File: src/rtl/cha_pkg.sv
package cha_pkg;
  // one in-flight search as it moves through the latency pipeline
  typedef struct packed {
    logic vld;   // a search occupies this slot
    logic cand;  // device may claim the SRAM (local hit, no chain hit)
    logic bhit;  // block reports a hit for this search
  } cha_slot_t;
endpackage

File: src/rtl/cha_rst_sync.sv
module cha_rst_sync (
  input  logic clk,
  input  logic rst_async_n,
  output logic rst_sync_n
);
  logic meta_q;
  logic meta_d;
  logic sync_q;
  logic sync_d;

  always_comb begin
    meta_d = 1'b1;
    sync_d = meta_q;
  end

  always_ff @(posedge clk or negedge rst_async_n) begin
    if (!rst_async_n) begin
      meta_q <= 1'b0;
      sync_q <= 1'b0;
    end else begin
      meta_q <= meta_d;
      sync_q <= sync_d;
    end
  end

  assign rst_sync_n = sync_q;
endmodule

File: src/rtl/cha_pipe.sv
module cha_pipe
  import cha_pkg::*;
#(
  parameter int DEPTH = 5
) (
  input  logic      clk,
  input  logic      rst_n,
  input  cha_slot_t in_slot,
  output cha_slot_t out_slot
);
  localparam int LAST = DEPTH - 1;

  cha_slot_t stage_q [DEPTH];
  cha_slot_t stage_d [DEPTH];
  logic      stage_en [DEPTH];

  for (genvar i = 0; i < DEPTH; i++) begin : g_stage
    if (i == 0) begin : g_head
      always_comb begin
        stage_d[i]  = in_slot;
        stage_en[i] = in_slot.vld | stage_q[i].vld;
      end
    end else begin : g_body
      always_comb begin
        stage_d[i]  = stage_q[i-1];
        stage_en[i] = stage_q[i-1].vld | stage_q[i].vld;
      end
    end

    always_ff @(posedge clk or negedge rst_n) begin
      if (!rst_n) begin
        stage_q[i] <= '0;
      end else if (stage_en[i]) begin
        stage_q[i] <= stage_d[i];
      end
    end
  end

  assign out_slot = stage_q[LAST];


  slot_clean_chk: assert property (@(posedge clk) disable iff (!rst_n)
    !out_slot.vld |-> (!out_slot.cand && !out_slot.bhit));
endmodule

File: src/rtl/cha_bho_drv.sv
module cha_bho_drv #(
  parameter int BH_W = 3
) (
  input  logic            cfg_last_dev,
  input  logic            slot_vld,
  input  logic            slot_bhit,
  output logic [BH_W-1:0] bho_val,
  output logic            bho_oe
);
  always_comb begin
    bho_oe  = cfg_last_dev;
    bho_val = {BH_W{cfg_last_dev & slot_vld & slot_bhit}};
  end
endmodule

File: src/rtl/cha_grant.sv
module cha_grant #(
  parameter int              BH_W        = 3,
  parameter int              TSZ_W       = 2,
  parameter logic [TSZ_W-1:0] TSZ_CASCADE = 2'b10
) (
  input  logic             clk,
  input  logic             rst_n,
  input  logic             slot_vld,
  input  logic             slot_cand,
  input  logic [BH_W-1:0]  blk_hit_in,
  input  logic [TSZ_W-1:0] cfg_tsize,
  output logic             sram_grant
);
  logic cascade_mode;
  logic upstream_hit;
  logic grant_d;
  logic grant_q;
  logic grant_en;

  always_comb begin
    cascade_mode = (cfg_tsize == TSZ_CASCADE);
    upstream_hit = cascade_mode & (|blk_hit_in);
    grant_d      = slot_vld & slot_cand & ~upstream_hit;
    grant_en     = grant_d | grant_q;
  end

  always_ff @(posedge clk or negedge rst_n) begin
    if (!rst_n) begin
      grant_q <= 1'b0;
    end else if (grant_en) begin
      grant_q <= grant_d;
    end
  end

  assign sram_grant = grant_q;


  upstream_yield_chk: assert property (@(posedge clk) disable iff (!rst_n)
    ((cfg_tsize == TSZ_CASCADE) && (|blk_hit_in)) |=> !sram_grant);


  solo_ignores_upstream_chk: assert property (@(posedge clk) disable iff (!rst_n)
    ((cfg_tsize != TSZ_CASCADE) && slot_vld && slot_cand) |=> sram_grant);


  grant_source_chk: assert property (@(posedge clk) disable iff (!rst_n)
    sram_grant |-> $past(slot_vld && slot_cand));
endmodule

File: src/rtl/cascade_hit_arbiter.sv
module cascade_hit_arbiter
  import cha_pkg::*;
#(
  parameter int               LATENCY     = 5,
  parameter int               BH_W        = 3,
  parameter int               TSZ_W       = 2,
  parameter logic [TSZ_W-1:0] TSZ_CASCADE = 2'b10
) (
  input  logic             clk,
  input  logic             rst_n,
  input  logic             cfg_last_dev,
  input  logic [TSZ_W-1:0] cfg_tsize,
  input  logic             srch_valid,
  input  logic             local_match,
  input  logic             chain_hit_in,
  input  logic [BH_W-1:0]  blk_hit_in,
  output logic [BH_W-1:0]  blk_hit_out,
  output logic             blk_hit_oe,
  output logic             sram_grant
);
  localparam int PIPE_DEPTH = (LATENCY < 1) ? 1 : LATENCY;

  logic      rst_sync_n;
  cha_slot_t head_slot;
  cha_slot_t tail_slot;

  cha_rst_sync u_rst (
    .clk        (clk),
    .rst_async_n(rst_n),
    .rst_sync_n (rst_sync_n)
  );

  always_comb begin
    head_slot.vld  = srch_valid;
    head_slot.cand = srch_valid & local_match & ~chain_hit_in;
    head_slot.bhit = srch_valid & (local_match | chain_hit_in);
  end

  cha_pipe #(.DEPTH(PIPE_DEPTH)) u_pipe (
    .clk     (clk),
    .rst_n   (rst_sync_n),
    .in_slot (head_slot),
    .out_slot(tail_slot)
  );

  cha_bho_drv #(.BH_W(BH_W)) u_bho (
    .cfg_last_dev(cfg_last_dev),
    .slot_vld    (tail_slot.vld),
    .slot_bhit   (tail_slot.bhit),
    .bho_val     (blk_hit_out),
    .bho_oe      (blk_hit_oe)
  );

  cha_grant #(.BH_W(BH_W), .TSZ_W(TSZ_W), .TSZ_CASCADE(TSZ_CASCADE)) u_grant (
    .clk       (clk),
    .rst_n     (rst_sync_n),
    .slot_vld  (tail_slot.vld),
    .slot_cand (tail_slot.cand),
    .blk_hit_in(blk_hit_in),
    .cfg_tsize (cfg_tsize),
    .sram_grant(sram_grant)
  );


  bho_all_bits_chk: assert property (@(posedge clk) disable iff (!rst_sync_n)
    (blk_hit_out != '0) |-> (blk_hit_out == '1));


  bho_quiet_chk: assert property (@(posedge clk) disable iff (!rst_sync_n)
    !blk_hit_oe |-> (blk_hit_out == '0));


  grant_follows_slot_chk: assert property (@(posedge clk) disable iff (!rst_sync_n)
    (tail_slot.vld && !tail_slot.cand) |=> !sram_grant);
endmodule

File: config.mk
export PLATFORM = sky130hd
export DESIGN_NAME = cascade_hit_arbiter
export DESIGN_NICKNAME = d
export VERILOG_FILES = /design/src/rtl/cha_pkg.sv /design/src/rtl/cha_rst_sync.sv /design/src/rtl/cha_pipe.sv /design/src/rtl/cha_bho_drv.sv /design/src/rtl/cha_grant.sv /design/src/rtl/cascade_hit_arbiter.sv
export SDC_FILE = /design/constraint.sdc
export NUM_CORES = 1
export LEC_CHECK = 0
export BUFFER_PORTS_ARGS = -buffer_cell sky130_fd_sc_hd__buf_2
export CAP_MARGIN = 10
export CORE_MARGIN = 4
export CORE_UTILIZATION = 49
export CTS_CLUSTER_SIZE = 25
export DETAILED_ROUTE_END_ITERATION = 8
export GPL_TIMING_DRIVEN = 1
export PLACE_DENSITY = 0.85
export SYNTH_ARGS = -nofsm -noshare
export SYNTH_HDL_FRONTEND = slang
export SYNTH_SLANG_ARGS = --single-unit
File: constraint.sdc
create_clock -name clk -period 1.05 [get_ports clk]
set_input_delay 0.21 -clock clk [delete_from_list [all_inputs] [get_ports clk]]
set_output_delay 0.21 -clock clk [all_outputs]
set_load 0.02 [all_outputs]
==> summary.md, run 1 <==
| Metric | Value |
|---|---|
| Run status | finished with violations |
| Failing checks | setup timing |
| Initial antenna violation count | 0 |
| Post-Route WL | 1.03 mm |
| Synthesis warning total | 0 |
| Io pins | 16 |
| CP required | 840 ps |
| Post-route cell area | 840 µm² |
| Peak VDD IR | 1030 µV |
| Place WS | -10.3 ps |
| Synth Flop Type | dfrtp_1 |
| CTS root buf | clkbuf_4 |
| DP HPWL | 701 µm |
| Largest buffer count on any clock path | 2 |
| Fin worst setup slack | -141 ps |
| I/O Buffers | 15 |
| Synth cell types | 13 |
| Detailed Route Iter0 Violations | 7 |
| P&R area growth vs syn | 27.3% |
| Worst Path Class, Setup | reg2out |
| TNS Setup | -633 ps |
| Total grt overflow | 0 |
| Comb pwr share | 13.9% |
| Synth top cells by count | dfrtp_1, mux2_2, clkbuf_1, nor2_1, buf_4 |
| Chip height | 44.7 µm |
| RSZ-0062 raised after global routing | true |
| Arrival time at the worst endpoint | 980 ps |
| Via count | 397 |
| Hold slack | 76.5 ps |
| Final hold vios | 0 |
| Clk pwr share | 24.8% |
| Num rows | 12 |
| Fmax | 840 MHz |
| Final Skew | 1.70 ps |
| Internal | 0.000996 W |
| Post-synth EDFFs | 0 |
| Slowest CP cell | dfrtp_1 |
| Leak Pwr | 0.411 nW |
| Net switching power | 0.000296 W |
| Max FO, Critical Path | 3 |
| Share of cells above drive strength 1 | 56.3% |
| First-pass GRT wire length | 1.68 mm |
| Clock Latency Late Sink | 280 ps |
| Num CTS Buffers | 3 |
| CP Launch Type | flop |
| Flops & latches, synth | 18 |
| CTS Sinks | 18 |
| Syn avg cell area | 13.5 µm² |
| Area of the core | 1190 µm² |
| Worst path max stage delay | 390 ps |
| Vias in the first global route | 397 |
| Synth area leader | dfrtp_1 |
| Post-DR vias/cell | 5.09 |
| DIE WIDTH | 44.7 µm |
| Reg clk slew, reported paths | 90 ps |
| Yosys top cell area share | 68.3% |
| Initial Utilization | 55.6% |
| Number of H-tree levels | 1 |
| Max-slew violations | 0 |
| Placed cell area | 718 µm² |
| Sequential area share after synthesis | 68.3% |
| Hold Path Class | in2reg |
| Final Power | 0.00129 W |
| Worst path cell trace | and3_4, buf_6 |
| Global Route Usage Sum | 12.9% |
| # diodes | 0 |
| Syn Nets | 60 |
| Cells after Synth | 49 |
| Count leader, synth | dfrtp_1 |
| Sequential share of power | 61.3% |
| Ys async rst share | 100% |
| Post-Syn Area | 659 µm² |
| WL/cell | 13.2 µm |
| Die area | 2000 µm² |
| Minimum clock period | 1190 ps |
| Most area-consuming cells after synthesis | dfrtp_1, mux2_2, buf_4, clkbuf_1, nor2_1 |
| Pwr Density | 1540 nW/µm² |
| Routed Antenna Nets | 0 |
| Period utilization | 113% |
| Placer Congestion | 0.680 |
| DRC | 0 |
| TritonCTS clock tree | built |
| Drt pass-1 iters | 4 |
| Fin nets | 77 |
| Max-cap violation count | 0 |
| Switching Fraction | 22.9% |
| Largest net degree at the start of global routing | 17 |
| Worst Setup End Kind | output pin |
| Endpoints failing setup | 5 |
## final timing paths
kind	startpoint	endpoint	slack [ps]	depth (start not counted)
worst min register to register	u_rst.rst_sync_n	u_pipe.stage_d[10]	180	1
worst min-delay path	srch_valid	u_pipe.stage_d[11]	80	1
min in group asynchronous	u_rst.rst_sync_n	u_pipe.stage_d[10]	180	1
max in group asynchronous	u_rst.rst_sync_n	u_pipe.stage_d[2]	680	1
worst max register to register	u_pipe.out_slot[2]	u_pipe.out_slot[0]	-120	4
worst max-delay path	u_pipe.out_slot[0]	blk_hit_out[2]	-140	2
## sequential cells by signal, indices dropped and copies added, names as in the netlist
signal,count
u_grant.sram_grant,1
u_pipe.out_slot,3
u_rst.rst_sync_n,1
u_pipe.stage_d,12
u_rst.meta_q,1
## routing by layer
metal	wire, µm	part of all wire, %	global-route usage (%)	vias up
li1	-	-	-	186
met1	365	36	11.5	193
met2	557	54	21.5	16
met3	91	8.9	4.88	2
met4	12	1.2	12.7	0
met5	0	0	0	-
## layout by cell type (no fill, tap or decap), drive strengths merged
cell         instances
nor3                 1
a32o                 1
and3                 1
dlygate4sd3          1
o311a                1
conb                 1
nand2b               1
buf                 19
mux2                 8
nor2                 5
clkbuf               3
inv                  2
dfrtp               18
o21ai                2
## final cells by class
type / count / area, µm²
Multi-Input combinational cell: 21 / 196
Fill cell: 89 / 347
Sequential cell: 18 / 452
Timing Repair Buffer: 20 / 144
Inverter: 2 / 7.51
Tap cell: 14 / 17.5
Clock buffer: 3 / 22.5
## worst max-delay path, delay by kind of cell, from the launching register on
family / cells / cell delay, ps
buf+inv: 1 / 130
simple gates: 1 / 190
flops: 1 / 390
## power by group through the flow
stage	logic, W	clock network (W)	registers [W]
after floorplan	0.0000913	0	0.000801
after global routing	0.000196	0.000389	0.000801
after detailed placement	0.000134	0	0.000800
after global placement	0.000128	0	0.000797
after CTS	0.000158	0.000341	0.000789
final	0.000180	0.000320	0.000792
## cells by family (layout without fill, tap and decap cells)
| logic type | count (synthesis) | after routing | share of synthesized area (%) |
|---|---|---|---|
| AOI/OAI and AO/OA | 4 | 4 | 4.55 |
| buffers and inverters | 10 | 25 | 7.40 |
| muxes | 8 | 8 | 13.7 |
| other | 1 | 1 | 0.569 |
| and+or+nand+nor | 8 | 8 | 5.50 |
| DFF | 18 | 18 | 68.3 |
## repair_timing
item,in CTS,in global routing
gates resized for setup,11,9
endpoints found under the hold margin,2,0
endpoints found under the setup margin,6,12
pin swaps,2,2
hold buffers,1,0
buffers inserted,1,2
## metrics by stage
step           cells  utilization, %
2_1_floorplan     49               -
6_report          78            70.8
3_3_place_gp      71            60.5
5_1_grt           78            70.8
4_1_cts           76            67.0
3_5_place_dp      71            60.5
Power figures use the tool's default switching activity.
==> run 2, diff against run 1 <==
--- a/config.mk
+++ b/config.mk
@@ -13,6 +13,7 @@
 export DETAILED_ROUTE_END_ITERATION = 8
 export GPL_TIMING_DRIVEN = 1
 export PLACE_DENSITY = 0.85
+export SETUP_SLACK_MARGIN = 0.2
 export SYNTH_ARGS = -nofsm -noshare
 export SYNTH_HDL_FRONTEND = slang
 export SYNTH_SLANG_ARGS = --single-unit
==> run 2 against run 1 <==
The run still ends with setup timing left. Sequential share of layout area shrank 2.8 points. Die area unchanged. Total power rose by 8.8%. Critical path depth did not move. Sequential power rose by 1%. Cell area rose by 6.1%. Critical endpoint is now blk_hit_out[0]. Largest cell class unchanged. Largest power group unchanged.
==> summary.md, run 2 (synthesized netlist as in run 1, its figures left out) <==
| Metric | Value |
|---|---|
| Max FO, Critical Path | 3 |
| Num CTS Buffers | 3 |
| Post-DR vias/cell | 5.00 |
| Peak VDD IR | 964 µV |
| Minimum clock period | 1190 ps |
| DIE WIDTH | 44.7 µm |
| Multi-input logic area | 239 µm² |
| FF-to-FF Start | u_pipe.out_slot[2] |
| Placed cell area | 741 µm² |
| RR Endpoint | u_pipe.out_slot[1] |
| Number of H-tree levels | 1 |
| WL/cell | 13.1 µm |
| Die area | 2000 µm² |
| Fin worst setup slack | -139 ps |
| Initial Utilization | 55.6% |
| I/O Buffers | 15 |
| RSZ-0062 raised after global routing | true |
| CTS Sinks | 18 |
| Routed Antenna Nets | 0 |
| TNS Setup | -414 ps |
| Placer Congestion | 0.672 |
| Vias in the first global route | 421 |
| Num rows | 12 |
| Largest net degree at the start of global routing | 15 |
| First-pass GRT wire length | 1.75 mm |
| Leak Pwr | 0.436 nW |
| Place WS | 11.8 ps |
| # diodes | 0 |
| Hold slack | 45.6 ps |
| DRC | 0 |
| CTS root buf | clkbuf_4 |
| Area of the core | 1190 µm² |
| Period utilization | 113% |
| Max-cap violation count | 0 |
| Arrival time at the worst endpoint | 980 ps |
| Reg clk slew, reported paths | 90 ps |
| Total grt overflow | 0 |
| Final hold vios | 0 |
| P&R area growth vs syn | 35.1% |
| Largest register FFs | 12 |
| Io pins | 16 |
| Sequential Area | 454 µm² |
| Hold Path Class | reg2async |
| Clock Latency Late Sink | 280 ps |
| Post-Route WL | 1.02 mm |
| Endpoints failing setup | 3 |
| Fin nets | 76 |
| Pwr Density | 1580 nW/µm² |
| Worst Setup SP | u_pipe.out_slot[2] |
| Failing checks | setup timing |
| Drt pass-1 iters | 3 |
| Detailed Route Iter0 Violations | 3 |
| Final Skew | 1.75 ps |
| CP required | 840 ps |
| Util after Layout | 75.1% |
| Max-slew violations | 0 |
| Worst Path Class, Setup | reg2out |
| Fmax | 841 MHz |
| CP Launch Type | flop |
| Via count | 390 |
| Post-route cell area | 891 µm² |
| Most common cell after layout, fill and taps aside | dfrtp_1 |
| Critical path endpoint | blk_hit_out[0] |
| Worst Setup End Kind | output pin |
| Run status | finished with violations |
| Initial antenna violation count | 0 |
| Fillers | 77 |
| Largest buffer count on any clock path | 2 |
| Most frequent cells in the layout | dfrtp_1, buf_2, mux2_4 |
| R2r worst-path depth | 3 |
| Worst R2R Setup Slack | 10 ps |
| TritonCTS clock tree | built |
| Chip height | 44.7 µm |
| Share of cells above drive strength 1 | 64.1% |
| Global Route Usage Sum | 12.8% |
==> run 2: cell type report <==
class	count	area share (%)
clock buffer	4	4.07
inverter	2	0.843
multi-input combinational	21	26.8
sequential	18	51.0
tap	14	1.97
timing repair buffer	19	15.3
==> run 2: critical path, stage by stage, from the launching register on <==
cell	delay [ps]
dfrtp_1	390
and3_4	180
buf_6	130
==> run 2: worst min-delay path by stage <==
stage | from | to | slack [ps] | cells after the start
after floorplan | rst_n | u_rst.meta_q | -90 | 0
after global placement | rst_n | u_rst.meta_q | -3 | 1
after detailed placement | rst_n | u_rst.meta_q | -3 | 1
after CTS | u_rst.rst_sync_n | u_pipe.out_slot[1] | 50 | 0
after global routing | u_rst.rst_sync_n | u_pipe.out_slot[1] | 60 | 0
final | u_rst.rst_sync_n | u_grant.sram_grant | 50 | 0
==> run 2: report_power, final <==
group | switching [W] | internal (W)
Clock | 0.000192 | 0.000211
Sequential | 0.0000469 | 0.000756
Combinational | 0.0000744 | 0.000125
==> run 2: per-layer routing <==
layer  vias to the layer above  wire length, µm  track usage [%]
li1                        184                -                -
met2                        16              554             22.1
met4                         0                8             9.04
met5                         -                0                0
met1                       188              377             13.7
met3                         2               84             2.44
==> run 2: what timing repair did <==
| action | 4_1_cts | 5_1_grt |
|---|---|---|
| gates resized for setup | 27 | 1 |
| setup buffers | 1 | 0 |
| endpoints found under the hold margin | 2 | 0 |
| pin swaps | 3 | 0 |
| endpoints found under the setup margin | 13 | 14 |
| hold buffers | 1 | 0 |
==> run 2: metrics by stage <==
stage               std cells  total power [W]
floorplan                  49         0.000902
global placement           72         0.000936
detailed placement         72         0.000943
CTS                        78          0.00142
global route               78          0.00148
finish                     78          0.00141
